## config.mk

```make
export PLATFORM = sky130hd
export DESIGN_NAME = smb_host_regs
export DESIGN_NICKNAME = d
export VERILOG_FILES = /design/src/rtl/smbh_pkg.sv /design/src/rtl/smbh_blkbuf.sv /design/src/rtl/smbh_reqbuild.sv /design/src/rtl/smbh_seq.sv /design/src/rtl/smb_host_regs.sv
export SDC_FILE = /design/constraint.sdc
export NUM_CORES = 1
export LEC_CHECK = 0
export ABC_AREA = 1
export CAP_MARGIN = 30
export CELL_PAD_IN_SITES_DETAIL_PLACEMENT = 0
export CELL_PAD_IN_SITES_GLOBAL_PLACEMENT = 2
export CORE_ASPECT_RATIO = 0.7
export CORE_MARGIN = 1.5
export CORE_UTILIZATION = 32
export CTS_CLUSTER_DIAMETER = 40
export DETAILED_ROUTE_END_ITERATION = 8
export PLACE_DENSITY_LB_ADDON = 0.1
export RECOVER_POWER = 100
export SYNTH_ARGS = -nofsm -noshare
export SYNTH_HDL_FRONTEND = slang
export SYNTH_SLANG_ARGS = --single-unit
```

## constraint.sdc

```tcl
create_clock -name clk -period 2.7 [get_ports clk]
set_clock_uncertainty 0.1 [all_clocks]
set_input_delay 0.81 -clock clk [delete_from_list [all_inputs] [get_ports clk]]
set_output_delay 0.81 -clock clk [all_outputs]
set_load 0.1 [all_outputs]
```

## src/rtl/smbh_pkg.sv

```systemverilog
package smbh_pkg;

    localparam int unsigned OFS_W = 6;

    localparam logic [OFS_W-1:0] OFS_STAT = 6'h00;
    localparam logic [OFS_W-1:0] OFS_CTL  = 6'h02;
    localparam logic [OFS_W-1:0] OFS_CMD  = 6'h03;
    localparam logic [OFS_W-1:0] OFS_ADR  = 6'h04;
    localparam logic [OFS_W-1:0] OFS_D0   = 6'h05;
    localparam logic [OFS_W-1:0] OFS_D1   = 6'h06;
    localparam logic [OFS_W-1:0] OFS_BLK  = 6'h07;

    localparam int unsigned CTL_GO_BIT = 6;
    localparam int unsigned CTL_KEEP_W = 5;

    typedef enum logic [2:0] {
        PR_QUICK    = 3'd0,
        PR_BYTE     = 3'd1,
        PR_BYTE_CMD = 3'd2,
        PR_WORD_CMD = 3'd3,
        PR_BLOCK    = 3'd5
    } proto_e;

    typedef struct packed {
        logic [2:0]  proto;
        logic        rd;
        logic [6:0]  addr7;
        logic [7:0]  cmd;
        logic [15:0] wdata;
        logic [7:0]  len;
    } xfer_req_t;

    function automatic logic proto_ok(input logic [2:0] code);
        case (code)
            PR_QUICK, PR_BYTE, PR_BYTE_CMD, PR_WORD_CMD, PR_BLOCK: return 1'b1;
            default: return 1'b0;
        endcase
    endfunction

    function automatic xfer_req_t build_req(input logic [2:0] code,
                                            input logic [7:0] adr,
                                            input logic [7:0] cmd,
                                            input logic [7:0] d0,
                                            input logic [7:0] d1);
        xfer_req_t r;
        r.proto = code;
        r.rd    = adr[0];
        r.addr7 = adr[7:1];
        r.cmd   = cmd;
        r.wdata = 16'h0000;
        r.len   = 8'h00;
        case (code)
            PR_BYTE_CMD: r.wdata = {8'h00, d0};
            PR_WORD_CMD: r.wdata = {d1, d0};
            PR_BLOCK:    r.len   = d0;
            default: ;
        endcase
        return r;
    endfunction

endpackage

```

## src/rtl/smbh_blkbuf.sv

```systemverilog
module smbh_blkbuf #(
    parameter int unsigned DEPTH = 32,
    parameter int unsigned IDX_W = $clog2(DEPTH)
) (
    input  logic             clk,
    input  logic             rst,
    input  logic             host_clr,
    input  logic             host_step,
    input  logic             host_we,
    input  logic [7:0]       host_wdata,
    output logic [7:0]       host_byte,
    input  logic             eng_we,
    input  logic [IDX_W-1:0] eng_widx,
    input  logic [7:0]       eng_wdata,
    input  logic [IDX_W-1:0] eng_ridx,
    output logic [7:0]       eng_rbyte
);

    localparam logic [IDX_W-1:0] LAST_IDX = IDX_W'(DEPTH - 1);

    logic [7:0]       mem_q [DEPTH];
    logic [IDX_W-1:0] idx_q;

    always_ff @(posedge clk) begin
        if (rst) begin
            idx_q <= '0;
        end else if (host_clr) begin
            idx_q <= '0;
        end else if (host_step) begin
            idx_q <= (idx_q == LAST_IDX) ? '0 : idx_q + 1'b1;
        end
    end

    always_ff @(posedge clk) begin
        if (rst) begin
            for (int i = 0; i < int'(DEPTH); i++) begin
                mem_q[i] <= 8'h00;
            end
        end else begin
            if (host_we) begin
                mem_q[idx_q] <= host_wdata;
            end
            if (eng_we) begin
                mem_q[eng_widx] <= eng_wdata;
            end
        end
    end

    assign host_byte = mem_q[idx_q];
    assign eng_rbyte = mem_q[eng_ridx];

    a_r10_wrap_to_zero: assert property (@(posedge clk) disable iff (rst)
        (host_step && !host_clr && idx_q == LAST_IDX) |=> (idx_q == '0));

endmodule

```

## src/rtl/smbh_reqbuild.sv

```systemverilog
module smbh_reqbuild
    import smbh_pkg::*;
(
    input  logic       clk,
    input  logic       rst,
    input  logic       load,
    input  logic [2:0] code,
    input  logic [7:0] adr,
    input  logic [7:0] cmd,
    input  logic [7:0] d0,
    input  logic [7:0] d1,
    output xfer_req_t  req_q
);

    xfer_req_t req_d;

    always_comb begin
        req_d = build_req(code, adr, cmd, d0, d1);
    end

    always_ff @(posedge clk) begin
        if (rst) begin
            req_q <= '0;
        end else if (load) begin
            req_q <= req_d;
        end
    end

endmodule

```

## src/rtl/smbh_seq.sv

```systemverilog
module smbh_seq
    import smbh_pkg::*;
(
    input  logic       clk,
    input  logic       rst,
    input  logic       launch_try,
    input  logic [2:0] code,
    input  logic       stat_clr,
    input  logic       eng_done,
    input  logic       eng_err,
    output logic       busy_q,
    output logic       done_q,
    output logic       err_q,
    output logic       req_q,
    output logic       load,
    output logic       capture
);

    logic accept;

    assign accept  = launch_try && !busy_q;
    assign load    = accept && proto_ok(code);
    assign capture = busy_q && eng_done && !eng_err;

    always_ff @(posedge clk) begin
        if (rst) begin
            busy_q <= 1'b0;
            done_q <= 1'b0;
            err_q  <= 1'b0;
            req_q  <= 1'b0;
        end else begin
            req_q <= 1'b0;
            if (stat_clr) begin
                done_q <= 1'b0;
                err_q  <= 1'b0;
            end
            if (accept) begin
                if (proto_ok(code)) begin
                    busy_q <= 1'b1;
                    req_q  <= 1'b1;
                end else begin
                    err_q <= 1'b1;
                end
            end
            if (busy_q && eng_done) begin
                busy_q <= 1'b0;
                done_q <= 1'b1;
                if (eng_err) begin
                    err_q <= 1'b1;
                end
            end
        end
    end

    a_r4_req_while_busy: assert property (@(posedge clk) disable iff (rst)
        req_q |-> busy_q);

    a_r6_no_req_after_busy: assert property (@(posedge clk) disable iff (rst)
        busy_q |=> !req_q);

    a_r5_bad_code_flags: assert property (@(posedge clk) disable iff (rst)
        (launch_try && !busy_q && !proto_ok(code)) |=> (err_q && !req_q));

    a_r7_done_sets_flag: assert property (@(posedge clk) disable iff (rst)
        (busy_q && eng_done) |=> (done_q && !busy_q));

    a_r11_clear_flags: assert property (@(posedge clk) disable iff (rst)
        (stat_clr && !(busy_q && eng_done) && !launch_try) |=> (!done_q && !err_q));

endmodule

```

## src/rtl/smb_host_regs.sv

```systemverilog
module smb_host_regs
    import smbh_pkg::*;
#(
    parameter int unsigned DEPTH = 32,
    localparam int unsigned IDX_W = $clog2(DEPTH)
) (
    input  logic             clk,
    input  logic             rst,
    input  logic             bus_sel,
    input  logic             bus_wr,
    input  logic [5:0]       bus_addr,
    input  logic [7:0]       bus_wdata,
    output logic [7:0]       bus_rdata,
    output logic             eng_req,
    output logic [2:0]       eng_proto,
    output logic             eng_rd,
    output logic [6:0]       eng_addr,
    output logic [7:0]       eng_cmd,
    output logic [15:0]      eng_wdata,
    output logic [7:0]       eng_len,
    input  logic             eng_done,
    input  logic             eng_err,
    input  logic [15:0]      eng_rdata,
    input  logic             eng_bwr,
    input  logic [IDX_W-1:0] eng_bidx,
    input  logic [7:0]       eng_bdata,
    input  logic [IDX_W-1:0] eng_buf_idx,
    output logic [7:0]       eng_buf_byte
);

    logic host_wr, host_rd;
    logic [CTL_KEEP_W-1:0] ctl_q;
    logic [7:0] cmd_q, adr_q, d0_q, d1_q;
    logic busy_q, done_q, err_q, req_q, load, capture;
    logic launch_try, stat_clr, idx_clr, blk_step;
    logic [7:0] blk_byte;
    xfer_req_t req_cur;

    assign host_wr = bus_sel && bus_wr;
    assign host_rd = bus_sel && !bus_wr;

    assign launch_try = host_wr && (bus_addr == OFS_CTL) && bus_wdata[CTL_GO_BIT];
    assign stat_clr   = host_wr && (bus_addr == OFS_STAT);
    assign idx_clr    = stat_clr || (host_rd && (bus_addr == OFS_CTL));
    assign blk_step   = bus_sel && (bus_addr == OFS_BLK);

    smbh_seq u_seq (
        .clk        (clk),
        .rst        (rst),
        .launch_try (launch_try),
        .code       (bus_wdata[4:2]),
        .stat_clr   (stat_clr),
        .eng_done   (eng_done),
        .eng_err    (eng_err),
        .busy_q     (busy_q),
        .done_q     (done_q),
        .err_q      (err_q),
        .req_q      (req_q),
        .load       (load),
        .capture    (capture)
    );

    smbh_reqbuild u_req (
        .clk   (clk),
        .rst   (rst),
        .load  (load),
        .code  (bus_wdata[4:2]),
        .adr   (adr_q),
        .cmd   (cmd_q),
        .d0    (d0_q),
        .d1    (d1_q),
        .req_q (req_cur)
    );

    smbh_blkbuf #(.DEPTH(DEPTH)) u_buf (
        .clk        (clk),
        .rst        (rst),
        .host_clr   (idx_clr),
        .host_step  (blk_step),
        .host_we    (host_wr && (bus_addr == OFS_BLK)),
        .host_wdata (bus_wdata),
        .host_byte  (blk_byte),
        .eng_we     (eng_bwr),
        .eng_widx   (eng_bidx),
        .eng_wdata  (eng_bdata),
        .eng_ridx   (eng_buf_idx),
        .eng_rbyte  (eng_buf_byte)
    );

    always_ff @(posedge clk) begin
        if (rst) begin
            ctl_q <= '0;
            cmd_q <= 8'h00;
            adr_q <= 8'h00;
            d0_q  <= 8'h00;
            d1_q  <= 8'h00;
        end else begin
            if (host_wr) begin
                case (bus_addr)
                    OFS_CTL: ctl_q <= bus_wdata[CTL_KEEP_W-1:0];
                    OFS_CMD: cmd_q <= bus_wdata;
                    OFS_ADR: adr_q <= bus_wdata;
                    OFS_D0:  d0_q  <= bus_wdata;
                    OFS_D1:  d1_q  <= bus_wdata;
                    default: ;
                endcase
            end
            if (capture && req_cur.rd) begin
                case (req_cur.proto)
                    PR_BYTE, PR_BYTE_CMD, PR_BLOCK: d0_q <= eng_rdata[7:0];
                    PR_WORD_CMD: begin
                        d0_q <= eng_rdata[7:0];
                        d1_q <= eng_rdata[15:8];
                    end
                    default: ;
                endcase
            end
        end
    end

    always_comb begin
        case (bus_addr)
            OFS_STAT: bus_rdata = {5'b0, err_q, done_q, busy_q};
            OFS_CTL:  bus_rdata = {{(8-CTL_KEEP_W){1'b0}}, ctl_q};
            OFS_CMD:  bus_rdata = cmd_q;
            OFS_ADR:  bus_rdata = adr_q;
            OFS_D0:   bus_rdata = d0_q;
            OFS_D1:   bus_rdata = d1_q;
            OFS_BLK:  bus_rdata = blk_byte;
            default:  bus_rdata = 8'h00;
        endcase
    end

    assign eng_req   = req_q;
    assign eng_proto = req_cur.proto;
    assign eng_rd    = req_cur.rd;
    assign eng_addr  = req_cur.addr7;
    assign eng_cmd   = req_cur.cmd;
    assign eng_wdata = req_cur.wdata;
    assign eng_len   = req_cur.len;

    a_r7_err_keeps_data: assert property (@(posedge clk) disable iff (rst)
        (busy_q && eng_done && eng_err && !host_wr) |=> ($stable(d0_q) && $stable(d1_q)));

endmodule

```

; After elaboration in Yosys (flattened, before gate mapping)
; Memories as Yosys holds them, arrays and structs flattened. A register that Yosys moved wholly into a read port is not among the register bits.
; Index checks and enable logic that the tools add are counted.
[word_totals]
reg_bits = 89
latch_bits = 0
mem_bits_rw = 256
rom_bits = 0
inputBits = 55
output_inout_bits = 60
wordCells = 104
n_memories = 1
[mem_list]
columns = name, words, word_bits, read_ports, rd_ports_with_merged_regs, wr, line
row1 = u_buf.mem_q, 32, 8, 2, 1, 32, smbh_blkbuf.sv:21  ; logic [7:0] mem_q [DEPTH];
[op_classes]
add_sub_neg = 1
n_mul = 0
div = 0
order_cmp = 0
n_eq_ne = 15
shifts = 0
muxes = 39
bitwise_logic = 1
n_reduce_logical = 31
[ops]
columns = op, count
row1 = $mux W8, 11
row2 = $pmux W8 S7, 1
row3 = $pmux W16 S2, 1
row4 = $mux W5, 5
row5 = $eq A6 B3 Y1 const B, 4
row6 = $mux W1, 21
row7 = $reduce_or A8 Y1, 2
row8 = $logic_and A1 B1 Y1, 13
row9 = $eq A3 B2 Y1 const B, 4
row10 = $eq A6 B2 Y1 const B, 2
row11 = $reduce_and A2 Y1, 4
row12 = $eq A3 B1 Y1 const B, 2
row13 = $eq A3 B3 Y1 const B, 2
row14 = $logic_not A6 Y1, 1
row15 = $reduce_or A2 Y1, 3
row16 = $add A5 B1 Y5 const B, 1
row17 = $eq A5 B5 Y1 const B, 1
row18 = $reduce_or A5 Y1, 1
row19 = $reduce_or A4 Y1, 1
row20 = $logic_not A1 Y1, 3
row21 = $logic_not A3 Y1, 1
row22 = $reduce_bool A2 Y1, 1
row23 = $logic_or A1 B1 Y1, 1
row24 = $not A1 Y1, 1

; Depth between registers and ports, before layout
; Gate-level depths: netlist (run 1).
[logic_depth]
word_depth = 10
ltp_mapped = 11
depth_no_buf = 10

; Cells and area by module
; Synthesis (run 1) repeated with hierarchy kept, for this count alone.
[unflattened]
cells_unflattened = 2886
hier_area_um2 = 20853.8
[by_module_without_submodules]
columns = mod, instances, cells_per_inst, area_each_um2, seq_area_each_um2
row1 = smbh_blkbuf, 1, 2296, 16938.7, 7887.6
row2 = smb_host_regs, 1, 357, 2159.6, 740.7
row3 = smbh_reqbuild, 1, 206, 1576.5, 860.8
row4 = smbh_seq, 1, 27, 178.9, 80.1

; Least setup slack after synthesis (run 1)
; No wires, ideal clock.
[synth_timing]
path_kind = input to output
startpoint = in eng_buf_idx[0]
endpoint = out eng_buf_byte[4]
t_arrival_ps = 3253
required_time_ps = 1790
slack_ps = -1463
stages = 9
n_path_buf = 2
cell_sequence = inv_1 -> clkbuf_1 -> clkbuf_1 -> nand2_1 -> nand3_1 -> nand3_1 -> a21oi_1 -> nor2_1 -> a21oi_1
[synth_between]
elab_chain_len = 1
[synth_rtl]
columns = element, line
row1 = "start, declared", smb_host_regs.sv:27  ; input logic [IDX_W-1:0] eng_buf_idx,
row2 = $mem_v2 Z32 W8, --
row3 = "end, declared", smb_host_regs.sv:28  ; output logic [7:0] eng_buf_byte
; Every way passes these cells.

==> out/metrics.yaml, run 1 <==
status: "complete, but fails checks"
violations: "negative setup slack"
drt_iter0_markers: 2927
cap_violations: 0
crit_fanout: 12
fp-row-count: 77
io-pin-count: 115
critical_path_required_ns: 1.79
tightest_slew_ns: 0.877
fmax_mhz: 293
vias_per_cell: 5.73
initial_utilization: 0.324
cts_tree: "yes"
finalPower_uw: 15600
layout-drive-gt1-share: 0.287
dp_slack_ns: -0.892
async_reset_ff_frac: 0
p_per_area_nw_per_um2: 525
max_stage_delay_ns: 0.34
cp.arrival_ns: 2.50
synth_ff_type: "edfxtp_1"
multi_input_area_um2: 11400
placed_cell_area_um2: 25300
final.period_utilization: 1.26
synth_seq_cells: 350
worstSetupPathType: "flop to primary output"
synth_top_area_cell: "edfxtp_1"
antenna_found_initial: 4
drt-pass1-iter-count: 5
wl_per_cell_um: 27.5
num_vias: 22520
clock_sinks: 350
crit_path_frequent_cell: "nand2_1"
cp_slowest_cell: "dfxtp_4"
wirelength_um: 108000
synth.distinct_cells: 39
final_common_cell: "nand2_1"
dieHeight_um: 214
die_w_um: 305
synth_nets: 2786
port_buffers: 114
register_area_um2: 9570
clock-root-buffer: "clkbuf_16"
htreeDepth: 2
clockBufferDepth: 3
worstPathBufferInverterCount: 5
overflow: 0
setup.worst_path.start_class: "flop"
cts_hold_buf: 0
ys_warn_count: 0
critPathTopFamily: "buffers and inverters"
synthCells: 2726
grt_usage: 0.321
rsz0062_at_grt: "true"
ant_nets: 0
route.detailed.drc: 0
cts-buffers-inserted: 54
die_area_um2: 65400
final_cell_mix: "nand2_1 (774), nand3_1 (406), edfxtp_1 (256)"
grt_pass1_wl_um: 151000
core-area_um2: 63100
ir_worst_vdd_v: 0.000427
p_leak_uw: 0.0120
hp-class: "flop to flop"
finalHoldViolCount: 0
insertion_delay_ns: 0.62
syn_area_um2: 20400
synthToLayoutAreaGrowth_pct: 45.3
synth_area_leaders: "edfxtp_1 (38%), nand2_1 (16%), nand3_1 (14%)"
synth_edf_count: 256
fillers: 6075
seq_area_frac_synth: 0.468
routabilityCongestion: 0.950
whs_ns: 0.359
final_nets: 3116
hpwl_um: 72000
finalSetupTns_ns: -68.19
grt_max_degree: 46
cp_cell_sequence: "buf_12 -> inv_16 -> buf_16 -> nand2_1 -> nand3_1 -> nand3_2 -> buf_4 -> nand2_1 -> nand2_1 -> nand3_4 -> nand3_4 -> nand2_4 -> buf_12"
crit_path_end_kind: "primary output"
final_area_um2: 29700
period_minus_slack_ns: 3.41
avgSynthCellArea_um2: 7.49
relSlewSlack: 0.415
synth_top_area_frac: 0.376
finalSetupViolCount: 499
slew_violations: 0
timing.final.ws_setup_ns: -0.714
grt_pass1_vias: 20348
path_clk_slew_ns: 0.05
==> area by class of cell <==
type / count / share of cell area
well taps: 829 / 0.0349
inverters: 90 / 0.0129
flip-flops and latches: 350 / 0.323
multi-input cells: 2066 / 0.386
clock inverters: 43 / 0.0136
clock buffers: 58 / 0.0475
diodes: 1 / 0.0000843
repair buffers: 494 / 0.183
==> report_power, final <==
group / switching [µW] / internal [µW] / total, µW
logic: 1480 / 816 / 2300
clock network: 2930 / 4220 / 7150
registers: 182 / 5970 / 6150
total: 4600 / 11000 / 15600
==> cell families (layout without fill, tap and decap cells) <==
group | count (synthesis) | after routing | share of synthesized area
and+or+nand+nor | 1587 | 1588 | 0.338
AOI/OAI and AO/OA | 471 | 471 | 0.128
DFF | 350 | 350 | 0.468
buffers and inverters | 311 | 685 | 0.0618
adders and majority gates | 5 | 5 | 0.00306
xor gates and xnor gates | 2 | 2 | 0.000858
other | 0 | 1 | 0
==> worst paths after layout <==
kind	end	depth (start not counted)	slack [ns]	from
worst max-delay path	bus_rdata[3]	13	-0.71	flop
worst min-delay path	ctl_q[4]	2	0.36	ctl_q[4]
worst max register to register	u_buf.mem_q[20][5]	6	0.61	u_buf.idx_q[2]
worst min register to register	ctl_q[4]	2	0.36	ctl_q[4]
==> worst reg2reg max path: stages (launching register included) <==
cell	delay, ns
dfxtp_1	0.48
inv_1	0.14
nor3_1	0.47
inv_1	0.21
nor2_2	0.32
nand3_1	0.10
o21ai_0	0.11
==> cell usage after synthesis (2+ instances only) <==
library cell / count
or2_2: 4
nor3_1: 14
buf_1: 36
nand2_2: 25
nor3_4: 5
o21bai_1: 4
buf_2: 30
nor2_2: 16
nor2_1: 106
nand2_1: 846
o21ai_1: 13
inv_1: 87
inv_2: 2
clkbuf_1: 146
a21oi_1: 83
nand3_1: 560
dfxtp_1: 94
o211ai_1: 24
nor2_4: 2
o21ai_0: 220
o22ai_1: 113
nand4_1: 3
xor2_1: 2
a211oi_1: 3
nand3_2: 2
o31ai_1: 8
edfxtp_1: 256
buf_6: 7
ha_1: 5
==> metrics by stage <==
stage | cells | util
2_1_floorplan | 2726 | -
3_3_place_gp | 3772 | 0.402
3_5_place_dp | 3772 | 0.402
4_1_cts | 3905 | 0.463
5_1_grt | 3930 | 0.470
6_report | 3931 | 0.470
==> metal layers <==
layer / routed length [µm] / track usage / up-vias
met5: 123 / 0 / -
met4: 2880 / 0.0870 / 4
met3: 12200 / 0.0758 / 185
met2: 41500 / 0.423 / 1253
met1: 51400 / 0.509 / 10935
li1: - / - / 10143
==> sequential cells by signal (all words and copies together) (netlist names), named ones only <==
register / flops
u_buf.idx_q: 5
cmd_q: 8
d0_q: 8
u_req.req_q: 43
u_seq.busy_q: 1
u_seq.req_q: 1
d1_q: 8
ctl_q: 5
u_seq.done_q: 1
adr_q: 8
u_seq.err_q: 1
u_buf.mem_q: 256
==> what timing repair did <==
item,in CTS,in global routing
setup buffers,19,31
resized for setup,317,120
endpoints found under the setup margin,17,171
gates cloned,19,2
pin swaps,74,58
hold endpoints to repair,0,0
Note: power is estimated with default switching activity, not from simulation.
==> run 2, diff against run 1 <==
Settings changed: SYNTH_HIERARCHICAL set to 1.
==> run 2 against run 1 <==
  * The flow still finishes with violations (negative setup slack)
  * Design area grew 5.0%
  * Non-clock buffer count rose by 3
  * Setup slack lost 0.33 ns
  * Fmax fell by 8.9%
  * Routed wire length up 4.0%
  * First-iteration DRC count up 15%
  * Critical path type unchanged
  * Critical endpoint is now bus_rdata[0]
  * Largest cell class unchanged
==> out/metrics.yaml, run 2 <==
status: "complete, but fails checks"
violations: "negative setup slack"
fp-row-count: 78  # +1.3%
swShare: 0.282  # -0.0124
vias_per_cell: 5.67  # -1.1%
worstSetupPathType: "flop to primary output"
synthXorXnorAreaFrac: 0.000420  # -0.000437
hp-class: "flop to flop"
yosys-top-cells-count: "nand2_1 (990), nand3_1 (638), o21ai_0 (261), edfxtp_1 (256), nor2_1 (147)"
port_buffers: 114  # unchanged
grt_pass1_wl_um: 154000  # +1.9%
synth_area_leaders: "edfxtp_1 (37%), nand2_1 (18%), nand3_1 (15%)"
largest_register_ffs: 256  # unchanged
dp.cells: 3999  # +6.0%
cap_violations: 0  # unchanged
clockBufferDepth: 3  # unchanged
path_clk_slew_ns: 0.06  # about the same
cp.arrival_ns: 2.84  # +0.34 ns
overflow: 0  # unchanged
pwr-share-seq: 0.393  # about the same
ff2ff_setup_slack_ns: 0.28  # -0.33 ns
avgSynthCellArea_um2: 7.23  # -3.6%
grt_usage: 0.325  # +0.00332
synth_mux_area_frac: 0  # unchanged
synth_ff_type: "edfxtp_1"
tightest_slew_ns: 1.10  # +0.218 ns
crit_fanout: 8  # -4
clock_sinks: 350  # unchanged
final_nets: 3295  # +5.7%
async_reset_ff_frac: 0  # unchanged
die_area_um2: 66700  # +2.1%
synth.distinct_cells: 31  # -21%
crit_path_end_kind: "primary output"
cts-buffers-inserted: 52  # -3.7%
final_util: 0.482  # +0.0120
final_cells: 4156  # +5.7%
p_leak_uw: 0.0129  # +7.6%
synth.most_common_cell: "nand2_1"
comb_power_share: 0.159  # +0.012
synthCells: 2886  # +5.9%
insertion_delay_ns: 0.60  # -0.02 ns
clock-root-buffer: "clkbuf_16"
synth_compound_area_frac: 0.0905  # -0.0371
ant_nets: 0  # unchanged
rsz0062_at_grt: "true"
synthToLayoutAreaGrowth_pct: 49.5
setup.worst_path.start_class: "flop"
grt_pass1_vias: 20933  # +2.9%
clockPowerShare: 0.447  # -0.012
cts_tree: "yes"
yosys.area_share.adder: 0.00300  # -0.0000623
p_per_area_nw_per_um2: 496  # -5.7%
grt_max_degree: 63  # +37%
initial_utilization: 0.323  # -0.000965
slew_violations: 0  # unchanged
largest-register: "u_buf/mem_q"
num_vias: 23551  # +4.6%
period_minus_slack_ns: 3.75  # +0.335 ns
synth_top_area_cell: "edfxtp_1"
synth_nets: 2946  # +5.7%
drt-pass1-iter-count: 6  # +1
hpwl_um: 73900  # +2.6%
die_w_um: 308  # +1.0%
route.detailed.drc: 0  # unchanged
synth_seq_cells: 350  # unchanged
htreeDepth: 2  # unchanged
ys_warn_count: 6  # +6
antenna_found_initial: 3  # -1
layout-drive-gt1-share: 0.321  # +0.0342
final.period_utilization: 1.39  # +0.124
critical_path_required_ns: 1.79  # about the same
relSlewSlack: 0.270  # -0.145
synth_top_area_frac: 0.369  # -0.00765
drt_iter0_markers: 3378  # +15%
synth_edf_count: 256  # unchanged
power.internal_uw: 11100  # +0.78%
yosys.area_share.simple: 0.382  # +0.0441
seq_area_frac_synth: 0.459  # -0.00953
io-pin-count: 115  # unchanged
timing.final.ws_setup_ns: -1.05  # -0.335 ns
routabilityCongestion: 0.951  # +0.19%
final_common_cell: "nand2_1"
syn_area_um2: 20900  # +2.1%
power_switching_uw: 4360  # -5.1%
ir_worst_vdd_v: 0.000407  # -4.6%
fmax_mhz: 267  # -8.9%
core-area_um2: 64600  # +2.4%
wirelength_um: 112000  # +4.0%
finalSetupViolCount: 286  # -43%
final_cell_mix: "nand2_1 (784), nand3_1 (414), o21ai_0 (261)"
largest_registers: "u_buf/mem_q: 256 flops, u_req/req_q: 43 flops"
synth_top_family_by_area: "simple AND/OR/NAND/NOR gates"
wl_per_cell_um: 27.1  # -1.6%
dieHeight_um: 217  # +1.0%
finalHoldViolCount: 0  # unchanged
==> run 2: power by group through the flow <==
stage	sequential [µW]	combinational (µW)	clock (µW)
floorplan	6100	869	0
global placement	6170	1840	0
detailed placement	6160	1850	0
CTS	6060	2280	6990
global route	6080	2530	7230
finish	6080	2460	6910
==> run 2: metrics by stage <==
step	hold WS [ns]	power, µW	worst slack [ns]	setup TNS [ns]	cell area, µm²
floorplan	0.333	6970	-0.0357	-0.163	21400
global placement	0.356	8010	-0.912	-415.50	25900
detailed placement	0.355	8010	-0.877	-386.03	25900
CTS	0.366	15300	-1.03	-11.46	30200
global route	0.380	15800	-1.11	-103.73	31200
finish	0.363	15400	-1.05	-38.46	31200
==> run 2: final timing paths <==
check | startpoint | end | depth (start not counted)
max | flop | bus_rdata[0] | 16
min | u_req/req_q[15] | u_req/req_q[15] | 2
max reg2reg | u_buf/idx_q[3] | u_buf/mem_q[12][5] | 6
min reg2reg | u_req/req_q[15] | u_req/req_q[15] | 2
==> run 2: final cells by class <==
type	count	area [µm²]
Timing Repair Buffer	497	5800
Fill cell	6157	33400
Clock buffer	66	1440
Clock inverter	28	310
Tap cell	880	1100
Multi-Input combinational cell	2206	12400
Antenna cell	1	2.50
Sequential cell	350	9570
Inverter	128	533
==> run 2: kinds of logic after synthesis <==
kind of cell | after synthesis
compound gates | 354
xor+xnor | 1
fa+ha+maj | 5
buf+inv | 330
flops | 350
simple gates | 1846
==> run 2: timing repair <==
item / in CTS / in global routing
setup endpoints to repair: 376 / 300
cloned: 29 / 10
pin swaps: 116 / 114
hold buffers: 0 / 0
gates resized for setup: 389 / 223
buffers inserted: 26 / 6
==> run 2: worst max-delay path: stages (launching register included) <==
cell and delay [ns]:
dfxtp_4 0.50, clkinv_8 0.16, clkbuf_16 0.21, buf_6 0.14, nand2_1 0.05, nand3_1 0.09, nand3_1 0.11, nand2_2 0.09
nand2_1 0.09, nand2_2 0.08, nand2_1 0.08, nand2_2 0.07, nand2_1 0.07, nand2_1 0.08, nor2_4 0.14, nand2_4 0.07
buf_12 0.16
==> run 2: routing by layer <==
metal,vias to the layer above,track usage,share of wire
met5,-,0,0
met4,0,0.0872,0.025
met3,178,0.0772,0.12
met2,1494,0.433,0.39
met1,11334,0.509,0.46
li1,10545,-,-
